<file path="config.mk">
export PLATFORM = sky130hd
export DESIGN_NAME = cfg_readback_seq
export DESIGN_NICKNAME = d
export VERILOG_FILES = /design/src/rtl/cfg_readback_pkg.sv /design/src/rtl/cfg_readback_ctrl.sv /design/src/rtl/cfg_readback_dp.sv /design/src/rtl/cfg_readback_seq.sv
export SDC_FILE = /design/constraint.sdc
export NUM_CORES = 1
export LEC_CHECK = 0
export ABC_AREA = 1
export BUFFER_PORTS_ARGS = -buffer_cell sky130_fd_sc_hd__buf_2
export CORE_AREA = 2 2 114 116
export DETAILED_ROUTE_END_ITERATION = 7
export DIE_AREA = 0 0 116 118
export GPL_ROUTABILITY_DRIVEN = 0
export SLEW_MARGIN = 15
export SYNTH_ARGS = -nofsm -noshare
export SYNTH_HDL_FRONTEND = slang
export SYNTH_SLANG_ARGS = --single-unit
</file>
<file path="constraint.sdc">
create_clock -name clk -period 4.2 [get_ports clk]
set_clock_uncertainty 0.05 [all_clocks]
set_input_delay 0.21 -clock clk [delete_from_list [all_inputs] [get_ports clk]]
set_output_delay 0.21 -clock clk [all_outputs]
set_load 0.05 [all_outputs]
</file>
<file path="src/rtl/cfg_readback_pkg.sv">
package cfg_readback_pkg;

  localparam logic [31:0] WORD_PAD    = 32'hFFFF_FFFF;
  localparam logic [31:0] WORD_WDET0  = 32'h0000_00BB;
  localparam logic [31:0] WORD_WDET1  = 32'h1122_0044;
  localparam logic [31:0] WORD_SYNC   = 32'hAA99_5566;
  localparam logic [31:0] WORD_NOOP   = 32'h2000_0000;
  localparam logic [31:0] HDR_CMD     = 32'h3000_8001;
  localparam logic [31:0] HDR_ADDR    = 32'h3000_2001;
  localparam logic [31:0] HDR_RD0     = 32'h2800_6000;
  localparam logic [31:0] HDR_LONGRD  = 32'h4800_0000;
  localparam logic [31:0] CODE_HALT   = 32'h0000_000B;
  localparam logic [31:0] CODE_CRCRST = 32'h0000_0007;
  localparam logic [31:0] CODE_RDFRM  = 32'h0000_0004;
  localparam logic [31:0] CODE_RESUME = 32'h0000_0005;
  localparam logic [31:0] CODE_UNSYNC = 32'h0000_000D;

  localparam int PRE_LEN  = 56;  // words before the read
  localparam int POST_LEN = 10;  // words after the read
  localparam int IDX_W    = 7;

  typedef enum logic [2:0] {
    ST_IDLE, ST_WR_PRE, ST_GAP_RD, ST_READ, ST_GAP_WR, ST_WR_POST, ST_WAIT
  } seqState_t;

  typedef struct packed {
    logic        drive;
    logic [31:0] word;
    logic [1:0]  beat;
    logic        capture;
    logic        drop;
    logic        clear;
  } seqStrobe_t;

  function automatic logic [31:0] scriptWord(input logic [IDX_W-1:0] idx,
                                             input logic [26:0] rdCount);
    logic [31:0] w;
    w = WORD_NOOP;
    case (idx)
      7'd0:  w = WORD_PAD;
      7'd1:  w = WORD_WDET0;
      7'd2:  w = WORD_WDET1;
      7'd3:  w = WORD_PAD;
      7'd4:  w = WORD_SYNC;
      7'd6:  w = HDR_CMD;
      7'd7:  w = CODE_HALT;
      7'd9:  w = HDR_CMD;
      7'd10: w = CODE_CRCRST;
      7'd17: w = HDR_CMD;
      7'd18: w = CODE_RDFRM;
      7'd20: w = HDR_ADDR;
      7'd21: w = 32'h0000_0000;
      7'd22: w = HDR_RD0;
      7'd23: w = HDR_LONGRD | {5'd0, rdCount};
      7'd56: w = HDR_CMD;
      7'd57: w = CODE_RESUME;
      7'd59: w = HDR_CMD;
      7'd60: w = CODE_CRCRST;
      7'd62: w = HDR_CMD;
      7'd63: w = CODE_UNSYNC;
      default: w = WORD_NOOP;
    endcase
    return w;
  endfunction

endpackage

</file>
<file path="src/rtl/cfg_readback_ctrl.sv">
module cfg_readback_ctrl
  import cfg_readback_pkg::*;
#(
  parameter int BUS_W       = 32,
  parameter int READ_WORDS  = 147558,
  parameter int DUMMY_WORDS = 42
) (
  input  logic       clk,
  input  logic       rst,
  input  logic       start,
  input  logic       doneIn,
  input  logic       busy,
  output logic       csN,
  output logic       rdwrSel,
  output logic       doneOut,
  output seqStrobe_t stb
);
  localparam int BEATS       = 32 / BUS_W;
  localparam int DROP_BEATS  = DUMMY_WORDS * BEATS;
  localparam int TOTAL_BEATS = (DUMMY_WORDS + READ_WORDS) * BEATS;
  localparam int RD_W        = $clog2(TOTAL_BEATS + 1);
  localparam logic [26:0] RD_COUNT = 27'(DUMMY_WORDS + READ_WORDS);

  seqState_t        state, stateNext;
  logic [IDX_W-1:0] idx, idxNext;
  logic [1:0]       beat, beatNext;
  logic [RD_W-1:0]  rdCnt, rdCntNext;
  logic             lastBeat;

  assign lastBeat = (beat == 2'(BEATS - 1));

  always_comb begin
    stateNext = state;
    idxNext   = idx;
    beatNext  = beat;
    rdCntNext = rdCnt;
    stb       = '0;
    stb.word  = scriptWord(idx, RD_COUNT);
    stb.beat  = beat;
    case (state)
      ST_IDLE: if (start) begin
        stateNext = ST_WR_PRE;
        idxNext   = '0;
        beatNext  = '0;
        stb.clear = 1'b1;
      end
      ST_WR_PRE, ST_WR_POST: begin
        stb.drive = 1'b1;
        beatNext  = lastBeat ? 2'd0 : beat + 2'd1;
        if (lastBeat) begin
          idxNext = idx + 1'b1;
          if (state == ST_WR_PRE && idx == IDX_W'(PRE_LEN - 1))
            stateNext = ST_GAP_RD;
          if (state == ST_WR_POST && idx == IDX_W'(PRE_LEN + POST_LEN - 1))
            stateNext = ST_WAIT;
        end
      end
      ST_GAP_RD: begin
        stateNext = ST_READ;
        rdCntNext = '0;
      end
      ST_READ: if (!busy) begin
        stb.capture = 1'b1;
        stb.drop    = (rdCnt < RD_W'(DROP_BEATS));
        rdCntNext   = rdCnt + 1'b1;
        if (rdCnt == RD_W'(TOTAL_BEATS - 1)) stateNext = ST_GAP_WR;
      end
      ST_GAP_WR: stateNext = ST_WR_POST;
      ST_WAIT:   if (doneIn) stateNext = ST_IDLE;
      default:   stateNext = ST_IDLE;
    endcase
  end

  always_ff @(posedge clk) begin
    if (rst) begin
      state   <= ST_IDLE;
      idx     <= '0;
      beat    <= '0;
      rdCnt   <= '0;
      csN     <= 1'b1;
      rdwrSel <= 1'b1;
      doneOut <= 1'b0;
    end else begin
      state   <= stateNext;
      idx     <= idxNext;
      beat    <= beatNext;
      rdCnt   <= rdCntNext;
      csN     <= !(stateNext == ST_WR_PRE || stateNext == ST_WR_POST ||
                   stateNext == ST_READ);
      rdwrSel <= !(stateNext == ST_GAP_RD || stateNext == ST_READ);
      doneOut <= (state == ST_WAIT) && doneIn;
    end
  end

  // direction changes only under a deselected port
  a_r5_turn_to_read: assert property (@(posedge clk) disable iff (rst)
    $fell(rdwrSel) |-> csN);
  a_r5_turn_to_write: assert property (@(posedge clk) disable iff (rst)
    $rose(rdwrSel) |-> csN);
  // the gap before reading lasts a single cycle
  a_r5_gap_single: assert property (@(posedge clk) disable iff (rst)
    (csN && !rdwrSel) |=> !csN);
  // a beat is taken only on a selected, non-busy read cycle
  a_r6_capture_qualified: assert property (@(posedge clk) disable iff (rst)
    stb.capture |-> (!csN && !rdwrSel && !busy));
  // done is a single-cycle pulse
  a_r10_done_pulse: assert property (@(posedge clk) disable iff (rst)
    doneOut |=> !doneOut);
  // idle port is deselected and in write direction
  a_r1_idle_quiet: assert property (@(posedge clk) disable iff (rst)
    (state == ST_IDLE) |-> (csN && rdwrSel));

endmodule

</file>
<file path="src/rtl/cfg_readback_dp.sv">
module cfg_readback_dp
  import cfg_readback_pkg::*;
#(
  parameter int BUS_W = 32
) (
  input  logic             clk,
  input  logic             rst,
  input  seqStrobe_t       stb,
  input  logic [BUS_W-1:0] cfgDataIn,
  output logic [BUS_W-1:0] cfgDataOut,
  output logic [31:0]      wordOut,
  output logic             wordValid
);
  localparam int BEATS = 32 / BUS_W;

  logic [31:0] shiftedOut;
  logic [31:0] asmReg, asmNext;
  logic [1:0]  asmCnt;

  assign shiftedOut = stb.word >> ((BEATS - 1 - int'(stb.beat)) * BUS_W);
  assign cfgDataOut = stb.drive ? shiftedOut[BUS_W-1:0] : '0;

  generate
    if (BEATS == 1) begin : g_wide
      assign asmNext = cfgDataIn;
    end else begin : g_narrow
      assign asmNext = {asmReg[31-BUS_W:0], cfgDataIn};
    end
  endgenerate

  always_ff @(posedge clk) begin
    if (rst || stb.clear) begin
      asmReg    <= '0;
      asmCnt    <= '0;
      wordOut   <= '0;
      wordValid <= 1'b0;
    end else begin
      wordValid <= 1'b0;
      if (stb.capture && !stb.drop) begin
        asmReg <= asmNext;
        if (asmCnt == 2'(BEATS - 1)) begin
          asmCnt    <= '0;
          wordOut   <= asmNext;
          wordValid <= 1'b1;
        end else begin
          asmCnt <= asmCnt + 2'd1;
        end
      end
    end
  end

  // a word appears only right after a kept beat
  a_r7_valid_after_beat: assert property (@(posedge clk) disable iff (rst)
    wordValid |-> $past(stb.capture && !stb.drop));
  // the bus is quiet whenever no write beat is driven
  a_r4_quiet_bus: assert property (@(posedge clk) disable iff (rst)
    stb.capture |-> (cfgDataOut == '0));

endmodule

</file>
<file path="src/rtl/cfg_readback_seq.sv">
module cfg_readback_seq
  import cfg_readback_pkg::*;
#(
  parameter int BUS_W       = 32,
  parameter int READ_WORDS  = 147558,
  parameter int DUMMY_WORDS = 42
) (
  input  logic             clk,
  input  logic             rst,
  input  logic             start,
  input  logic             doneIn,
  input  logic             busy,
  input  logic [BUS_W-1:0] cfgDataIn,
  output logic [BUS_W-1:0] cfgDataOut,
  output logic             csN,
  output logic             rdwrSel,
  output logic [31:0]      wordOut,
  output logic             wordValid,
  output logic             doneOut
);
  seqStrobe_t stb;

  cfg_readback_ctrl #(
    .BUS_W(BUS_W), .READ_WORDS(READ_WORDS), .DUMMY_WORDS(DUMMY_WORDS)
  ) ctrl_i (
    .clk(clk), .rst(rst), .start(start), .doneIn(doneIn), .busy(busy),
    .csN(csN), .rdwrSel(rdwrSel), .doneOut(doneOut), .stb(stb)
  );

  cfg_readback_dp #(.BUS_W(BUS_W)) dp_i (
    .clk(clk), .rst(rst), .stb(stb), .cfgDataIn(cfgDataIn),
    .cfgDataOut(cfgDataOut), .wordOut(wordOut), .wordValid(wordValid)
  );

endmodule

</file>
After elaboration in Yosys (flattened, before gate mapping)

Memories as Yosys holds them, arrays and structs flattened. A register that Yosys moved wholly into a read port is not among the register bits.
Cells that the tools add are included.

Flip-flop bits (word level): 68
Bits in read-only memories: 2,048
Output and inout bits: 68
Logic and storage cells: 84
Memories: 1

Add/sub/neg operators: 5
$lt $le $gt $ge: 1
Equal/unequal tests: 16
Shifts and indexed selects: 1
Multiplexer cells: 27
Bitwise gates (word level): 1
Reduce and logical (&&, ||, !) cells: 22

Memory list:

| memory           | words | width | rd ports | clocked after memory_dff | write ports | RTL line               | text |
|---|---|---|---|---|---|---|---|
| (name not given) | 64    | 32    | 1        | 1                        | 0           | cfg_readback_pkg.sv:39 | `case (idx)` |

Operator list:

| cell                  | number |
|---|---|
| $mux 32               | 2 |
| $pmux 18 s2           | 1 |
| $shr 32x32->32        | 1 |
| $mux 3                | 7 |
| $add 18x1->18 const B | 1 |
| $eq 18x18->1 const B  | 1 |
| $lt 18x6->1 const B   | 1 |
| $mux 18               | 1 |
| $pmux 3 s6            | 1 |
| $mux 7                | 2 |
| $pmux 7 s2            | 1 |
| $eq 3x2->1 const B    | 4 |
| $eq 3x3->1 const B    | 4 |
| $mux 6                | 2 |
| $mux 2                | 5 |
| $add 7x1->7 const B   | 1 |
| $eq 7x6->1 const B    | 1 |
| $eq 7x7->1 const B    | 1 |
| $eq 3x1->1 const B    | 2 |
| $reduce_and 2->1      | 3 |
| $add 2x1->2 const B   | 2 |
| $logic_and 1x1->1     | 4 |
| $logic_not 2->1       | 2 |
| $logic_or 1x1->1      | 4 |
| other kinds (11)      | 19 |

Depth between registers and ports, before layout

Depth in word-level cells: 10
Gate-level depth with buffers: 16
Gate-level depth less buffers: 16

Hierarchy

Synthesis repeated with hierarchy kept, for this count alone.

Cell total of the unflattened synthesis: 767
Area total of the unflattened synthesis: 5,032.3 µm²

By module, submodules not included:

| module            | times used | cells each | area each (µm²) |
|---|---|---|---|
| cfg_readback_ctrl | 1          | 477        | 3,294.4 |
| cfg_readback_dp   | 1          | 290        | 1,737.9 |

Least setup slack after synthesis

Ideal clock, no wire load.

Path kind: reg-to-output
From: register ctrl_i.state[0]
To: output port cfgDataOut[10]
Data arrival time: 3,258 ps
Required time: 3,940 ps
Slack: 682 ps
Cell stages (with the launch flop): 9
Buffers on the path: 3
Path through: dfxtp_1 inv_1 nor2_4 inv_1 or2_2 clkbuf_1 buf_2 nor3b_1 buf_4

Cells in the longest elaborated chain, start to end: 4
Elaborated cells between the ends (all ways): 5
Classes of those cells: 2 x eq/ne; 2 x mux; 1 x reduce/logical

Ends and longest elaborated chain:

| what                                     | RTL line                | text |
|---|---|---|
| start, declared                          | cfg_readback_ctrl.sv:24 | `seqState_t state, stateNext;` |
| start signal, assigned                   | cfg_readback_ctrl.sv:84 | `state <= stateNext;` |
| $eq 3x3->1 or $eq 3x1->1 (tied branches) | cfg_readback_ctrl.sv:40 | `case (state)` |
| $reduce_or 2->1 *                        | cfg_readback_ctrl.sv:40 |  |
| $mux 1 *                                 | cfg_readback_ctrl.sv:40 |  |
| $mux 32 *                                | cfg_readback_dp.sv:21   | `assign cfgDataOut = stb.drive ? shiftedOut[BUS_W-1:0] : '0;` |
| end, declared                            | cfg_readback_seq.sv:14  | `output logic [BUS_W-1:0] cfgDataOut,` |

Every way passes the cells marked *; elsewhere a longest branch is shown, timed or not.

Worst setup path in the final report

From: register ctrl_i.state[0]
To: output port cfgDataOut[25]

Same word-level chain as after synthesis.

==> impl_metrics.env <==
export IMPL_grt_setup_unrepaired="false"
export IMPL_path_max_fanout=16
export IMPL_nNetsFinal=725
export IMPL_grt_use_total=0.152
export IMPL_yosys_top_cells_area="dfxtp_1 40%, nand2_1 14%, nand3_1 6.1%"
export IMPL_row_count=41
export IMPL_fin_setup_tns_ns=0
export IMPL_regToRegSetupSlack_ns=1.59
export IMPL_finalSetupViolCount=0
export IMPL_hp_class="input port to flop"
export IMPL_drt_wl_total_um=9980
export IMPL_path_buf_inv=3
export IMPL_drt_iter0_drc=208
export IMPL_ios=105
export IMPL_synthCells=592
export IMPL_outcome="finished, final reports clean"
export IMPL_peakVddDrop_uv=202
export IMPL_synthFlopType="dfxtp_1"
export IMPL_via_count=4037
export IMPL_cts_buffers=9
export IMPL_yosys_area_top_type="dfxtp_1"
export IMPL_tightest_slew_ns=1.04
export IMPL_cts_tree="done"
export IMPL_grt_pass1_wl_um=17000
export IMPL_cpPeakStageDelay_ns=0.59
export IMPL_final_layout_size_suffix_gt1_frac=0.222
export IMPL_antenna_found_initial=0
export IMPL_globalRouteOverflowTotal=0
export IMPL_port_buffers=104
export IMPL_powerDensity_nw_per_um2=401
export IMPL_cp_arrival_ns=2.54
export IMPL_post_cts_resized=0
export IMPL_fp_dieW_um=116
export IMPL_max_freq_mhz=357
export IMPL_rr_endpoint="dp_i.wordOut[0]$_SDFFE_PP0P_"
export IMPL_yosys_warnings=0
export IMPL_cts_root_buffer="clkbuf_16"
export IMPL_worst_path_max_delay_cell="nor3b_1"
export IMPL_slew_violations=0
export IMPL_path_cells="inv_1 -> nor2_4 -> inv_1 -> or2_2 -> nor3b_1 -> buf_2"
export IMPL_holdBufCountCts=0
export IMPL_synth_distinct_cells=36
export IMPL_drv_cap=0
export IMPL_antenna_left=0
export IMPL_post_drt_wl_per_cell_um=11.7
export IMPL_synth_seq_cells=85
export IMPL_end_kind="output port"
export IMPL_synthesis_nets=642
export IMPL_relSlewSlack=0.309
export IMPL_syn_to_final_growth_pct=20.6
export IMPL_timing_hold_ws_ns=0.0565
export IMPL_synth_enable_flop_cells=0
export IMPL_reg2reg_depth=8
export IMPL_diodes=0
export IMPL_syn_avg_cell_area_um2=7.19
export IMPL_cts_setup_buffers=0
export IMPL_clk_latency_ns=0.34
export IMPL_start_kind="flop"
export IMPL_post_dp_hpwl_um=7440
export IMPL_n_fill_cell=1307
export IMPL_htreeDepth=3
export IMPL_reg2reg_from="ctrl_i.state[1]$_SDFF_PP0_"
export IMPL_crit_top_cell="inv_1"
export IMPL_grt_max_degree=35
export IMPL_path_clk_slew_ns=0.06
export IMPL_crit_family="simple AND/OR/NAND/NOR gates"
export IMPL_leakagePower_nw=2.34
export IMPL_synth_area_um2=4260
export IMPL_dieArea_um2=13700
export IMPL_cp_endpoint="cfgDataOut[25]"
export IMPL_vias_per_cell=4.74
export IMPL_grt_pass1_vias=3724
export IMPL_worstSetupStartpoint="ctrl_i.state[0]$_SDFF_PP0_"
export IMPL_cp_required_ns=3.94
export IMPL_crit_cells=6
export IMPL_fin_crit_sh=0.666
export IMPL_drc=0
export IMPL_start_util=0.343
export IMPL_synth_top_cell_area_share=0.400
export IMPL_firstDrtPassIters=5
export IMPL_hold_violations=0
export IMPL_die_y_um=118
export IMPL_clkSinkCount=85
export IMPL_async_flop_share=0
export IMPL_seq_area_frac_synth=0.400
export IMPL_crit_type="flop to output port"
export IMPL_cts_buffer_depth=2
export IMPL_fin_crit_ns=2.80
export IMPL_coreArea_um2=12400
[placed cells by master, fill, tap and decap left out, types with 2 or more instances in the layout]
cell type,count
inv_2,6
dfxtp_1,85
nand4_1,12
clkbuf_16,9
o21ai_0,20
a211oi_1,3
nor3_1,10
a31oi_1,2
clkbuf_8,2
a21oi_1,50
bufinv_16,2
nand2_4,5
buf_2,104
o21ai_1,2
o21a_1,2
ha_1,13
inv_1,57
nor2_4,6
nor2_1,40
nand2_1,158
nor3b_1,17
nand3_1,52
nand3_2,2
nand2_2,5
[through the flow]
stage | util | std cells | instance area (um2) | setup WS, ns | power (mW)
final | 0.413 | 852 | 5130 | 1.40 | 2.06
after global routing | 0.413 | 852 | 5130 | 1.16 | 2.14
after CTS | 0.413 | 852 | 5130 | 1.34 | 2.08
after detailed placement | 0.386 | 836 | 4800 | 1.50 | 1.20
after global placement | 0.386 | 836 | 4800 | 1.66 | 1.20
after floorplan | - | 592 | 4260 | 0.682 | 1.14
[report_power, final]
| part | switching (mW) | leakage (nW) | total (mW) | internal (mW) |
|---|---|---|---|---|
| Combinational | 0.241 | 1.48 | 0.325 | 0.0841 |
| Sequential | 0.0117 | 0.692 | 0.857 | 0.845 |
| Clock | 0.324 | 0.162 | 0.878 | 0.554 |
| Total | 0.576 | 2.34 | 2.06 | 1.48 |
[logic make-up (layout without fill, tap and decap cells)]
kind of cell / Yosys count / after routing / synth area share
AO/OA/AOI/OAI: 82 / 82 / 0.102
XOR/XNOR: 2 / 2 / 0.00412
adder cells (fa/ha/maj): 13 / 13 / 0.0382
buffers and inverters: 97 / 185 / 0.104
flip-flops: 85 / 85 / 0.400
AND/OR/NAND/NOR: 313 / 313 / 0.352
[Yosys cell counts, types with 3 or more instances]
library cell    n
nand2_1       158
dfxtp_1        85
inv_1          57
nand3_1        52
a21oi_1        50
nor2_1         40
o21ai_0        20
buf_4          18
nor3b_1        17
ha_1           13
nand4_1        12
nor3_1         10
clkbuf_1        8
buf_2           6
inv_2           6
nor2_4          6
nand2_2         5
nand2_4         5
a211oi_1        3
[final cells by class]
cell class	count	area, um2	share of cell area
clock buffers	11	253	0.0493
clock inverters	5	81.3	0.0159
inverters	65	246	0.0480
multi-input cells	410	2110	0.412
flip-flops and latches	85	1700	0.332
well taps	172	215	0.0420
repair buffers	104	520	0.101
[worst register-to-register path: stages, from the launching register on]
cell	delay, ns
dfxtp_1	0.47
nand2_1	0.14
nor2_4	0.20
nand2_4	0.08
inv_2	0.08
nand3_2	0.52
inv_2	0.69
nand2_1	0.13
a21oi_1	0.16
[layer usage]
| layer | vias up | global-route usage | routed length (um) |
|---|---|---|---|
| met1 | 1821 | 0.189 | 4530 |
| met3 | 16 | 0.0417 | 649 |
| met2 | 129 | 0.246 | 4610 |
| met5 | - | 0 | 0 |
| met4 | 0 | 0.0647 | 191 |
| li1 | 2071 | - | - |
[worst min-delay path by stage]
stage,depth (start not counted),startpoint,slack [ns],end
6_report,3,cfgDataIn[12],0.06,dp_i.wordOut[12]$_SDFFE_PP0P_
5_1_grt,3,cfgDataIn[27],0.05,dp_i.wordOut[27]$_SDFFE_PP0P_
4_1_cts,3,cfgDataIn[27],0.04,dp_i.wordOut[27]$_SDFFE_PP0P_
3_5_place_dp,2,dp_i.wordOut[27]$_SDFFE_PP0P_,0.41,dp_i.wordOut[27]$_SDFFE_PP0P_
3_3_place_gp,2,ctrl_i.beat[0]$_SDFFE_PP0P_,0.40,ctrl_i.beat[0]$_SDFFE_PP0P_
2_1_floorplan,2,doneIn,0.29,ctrl_i.doneOut$_SDFF_PP0_
Note: power is estimated with default switching activity, not from simulation.
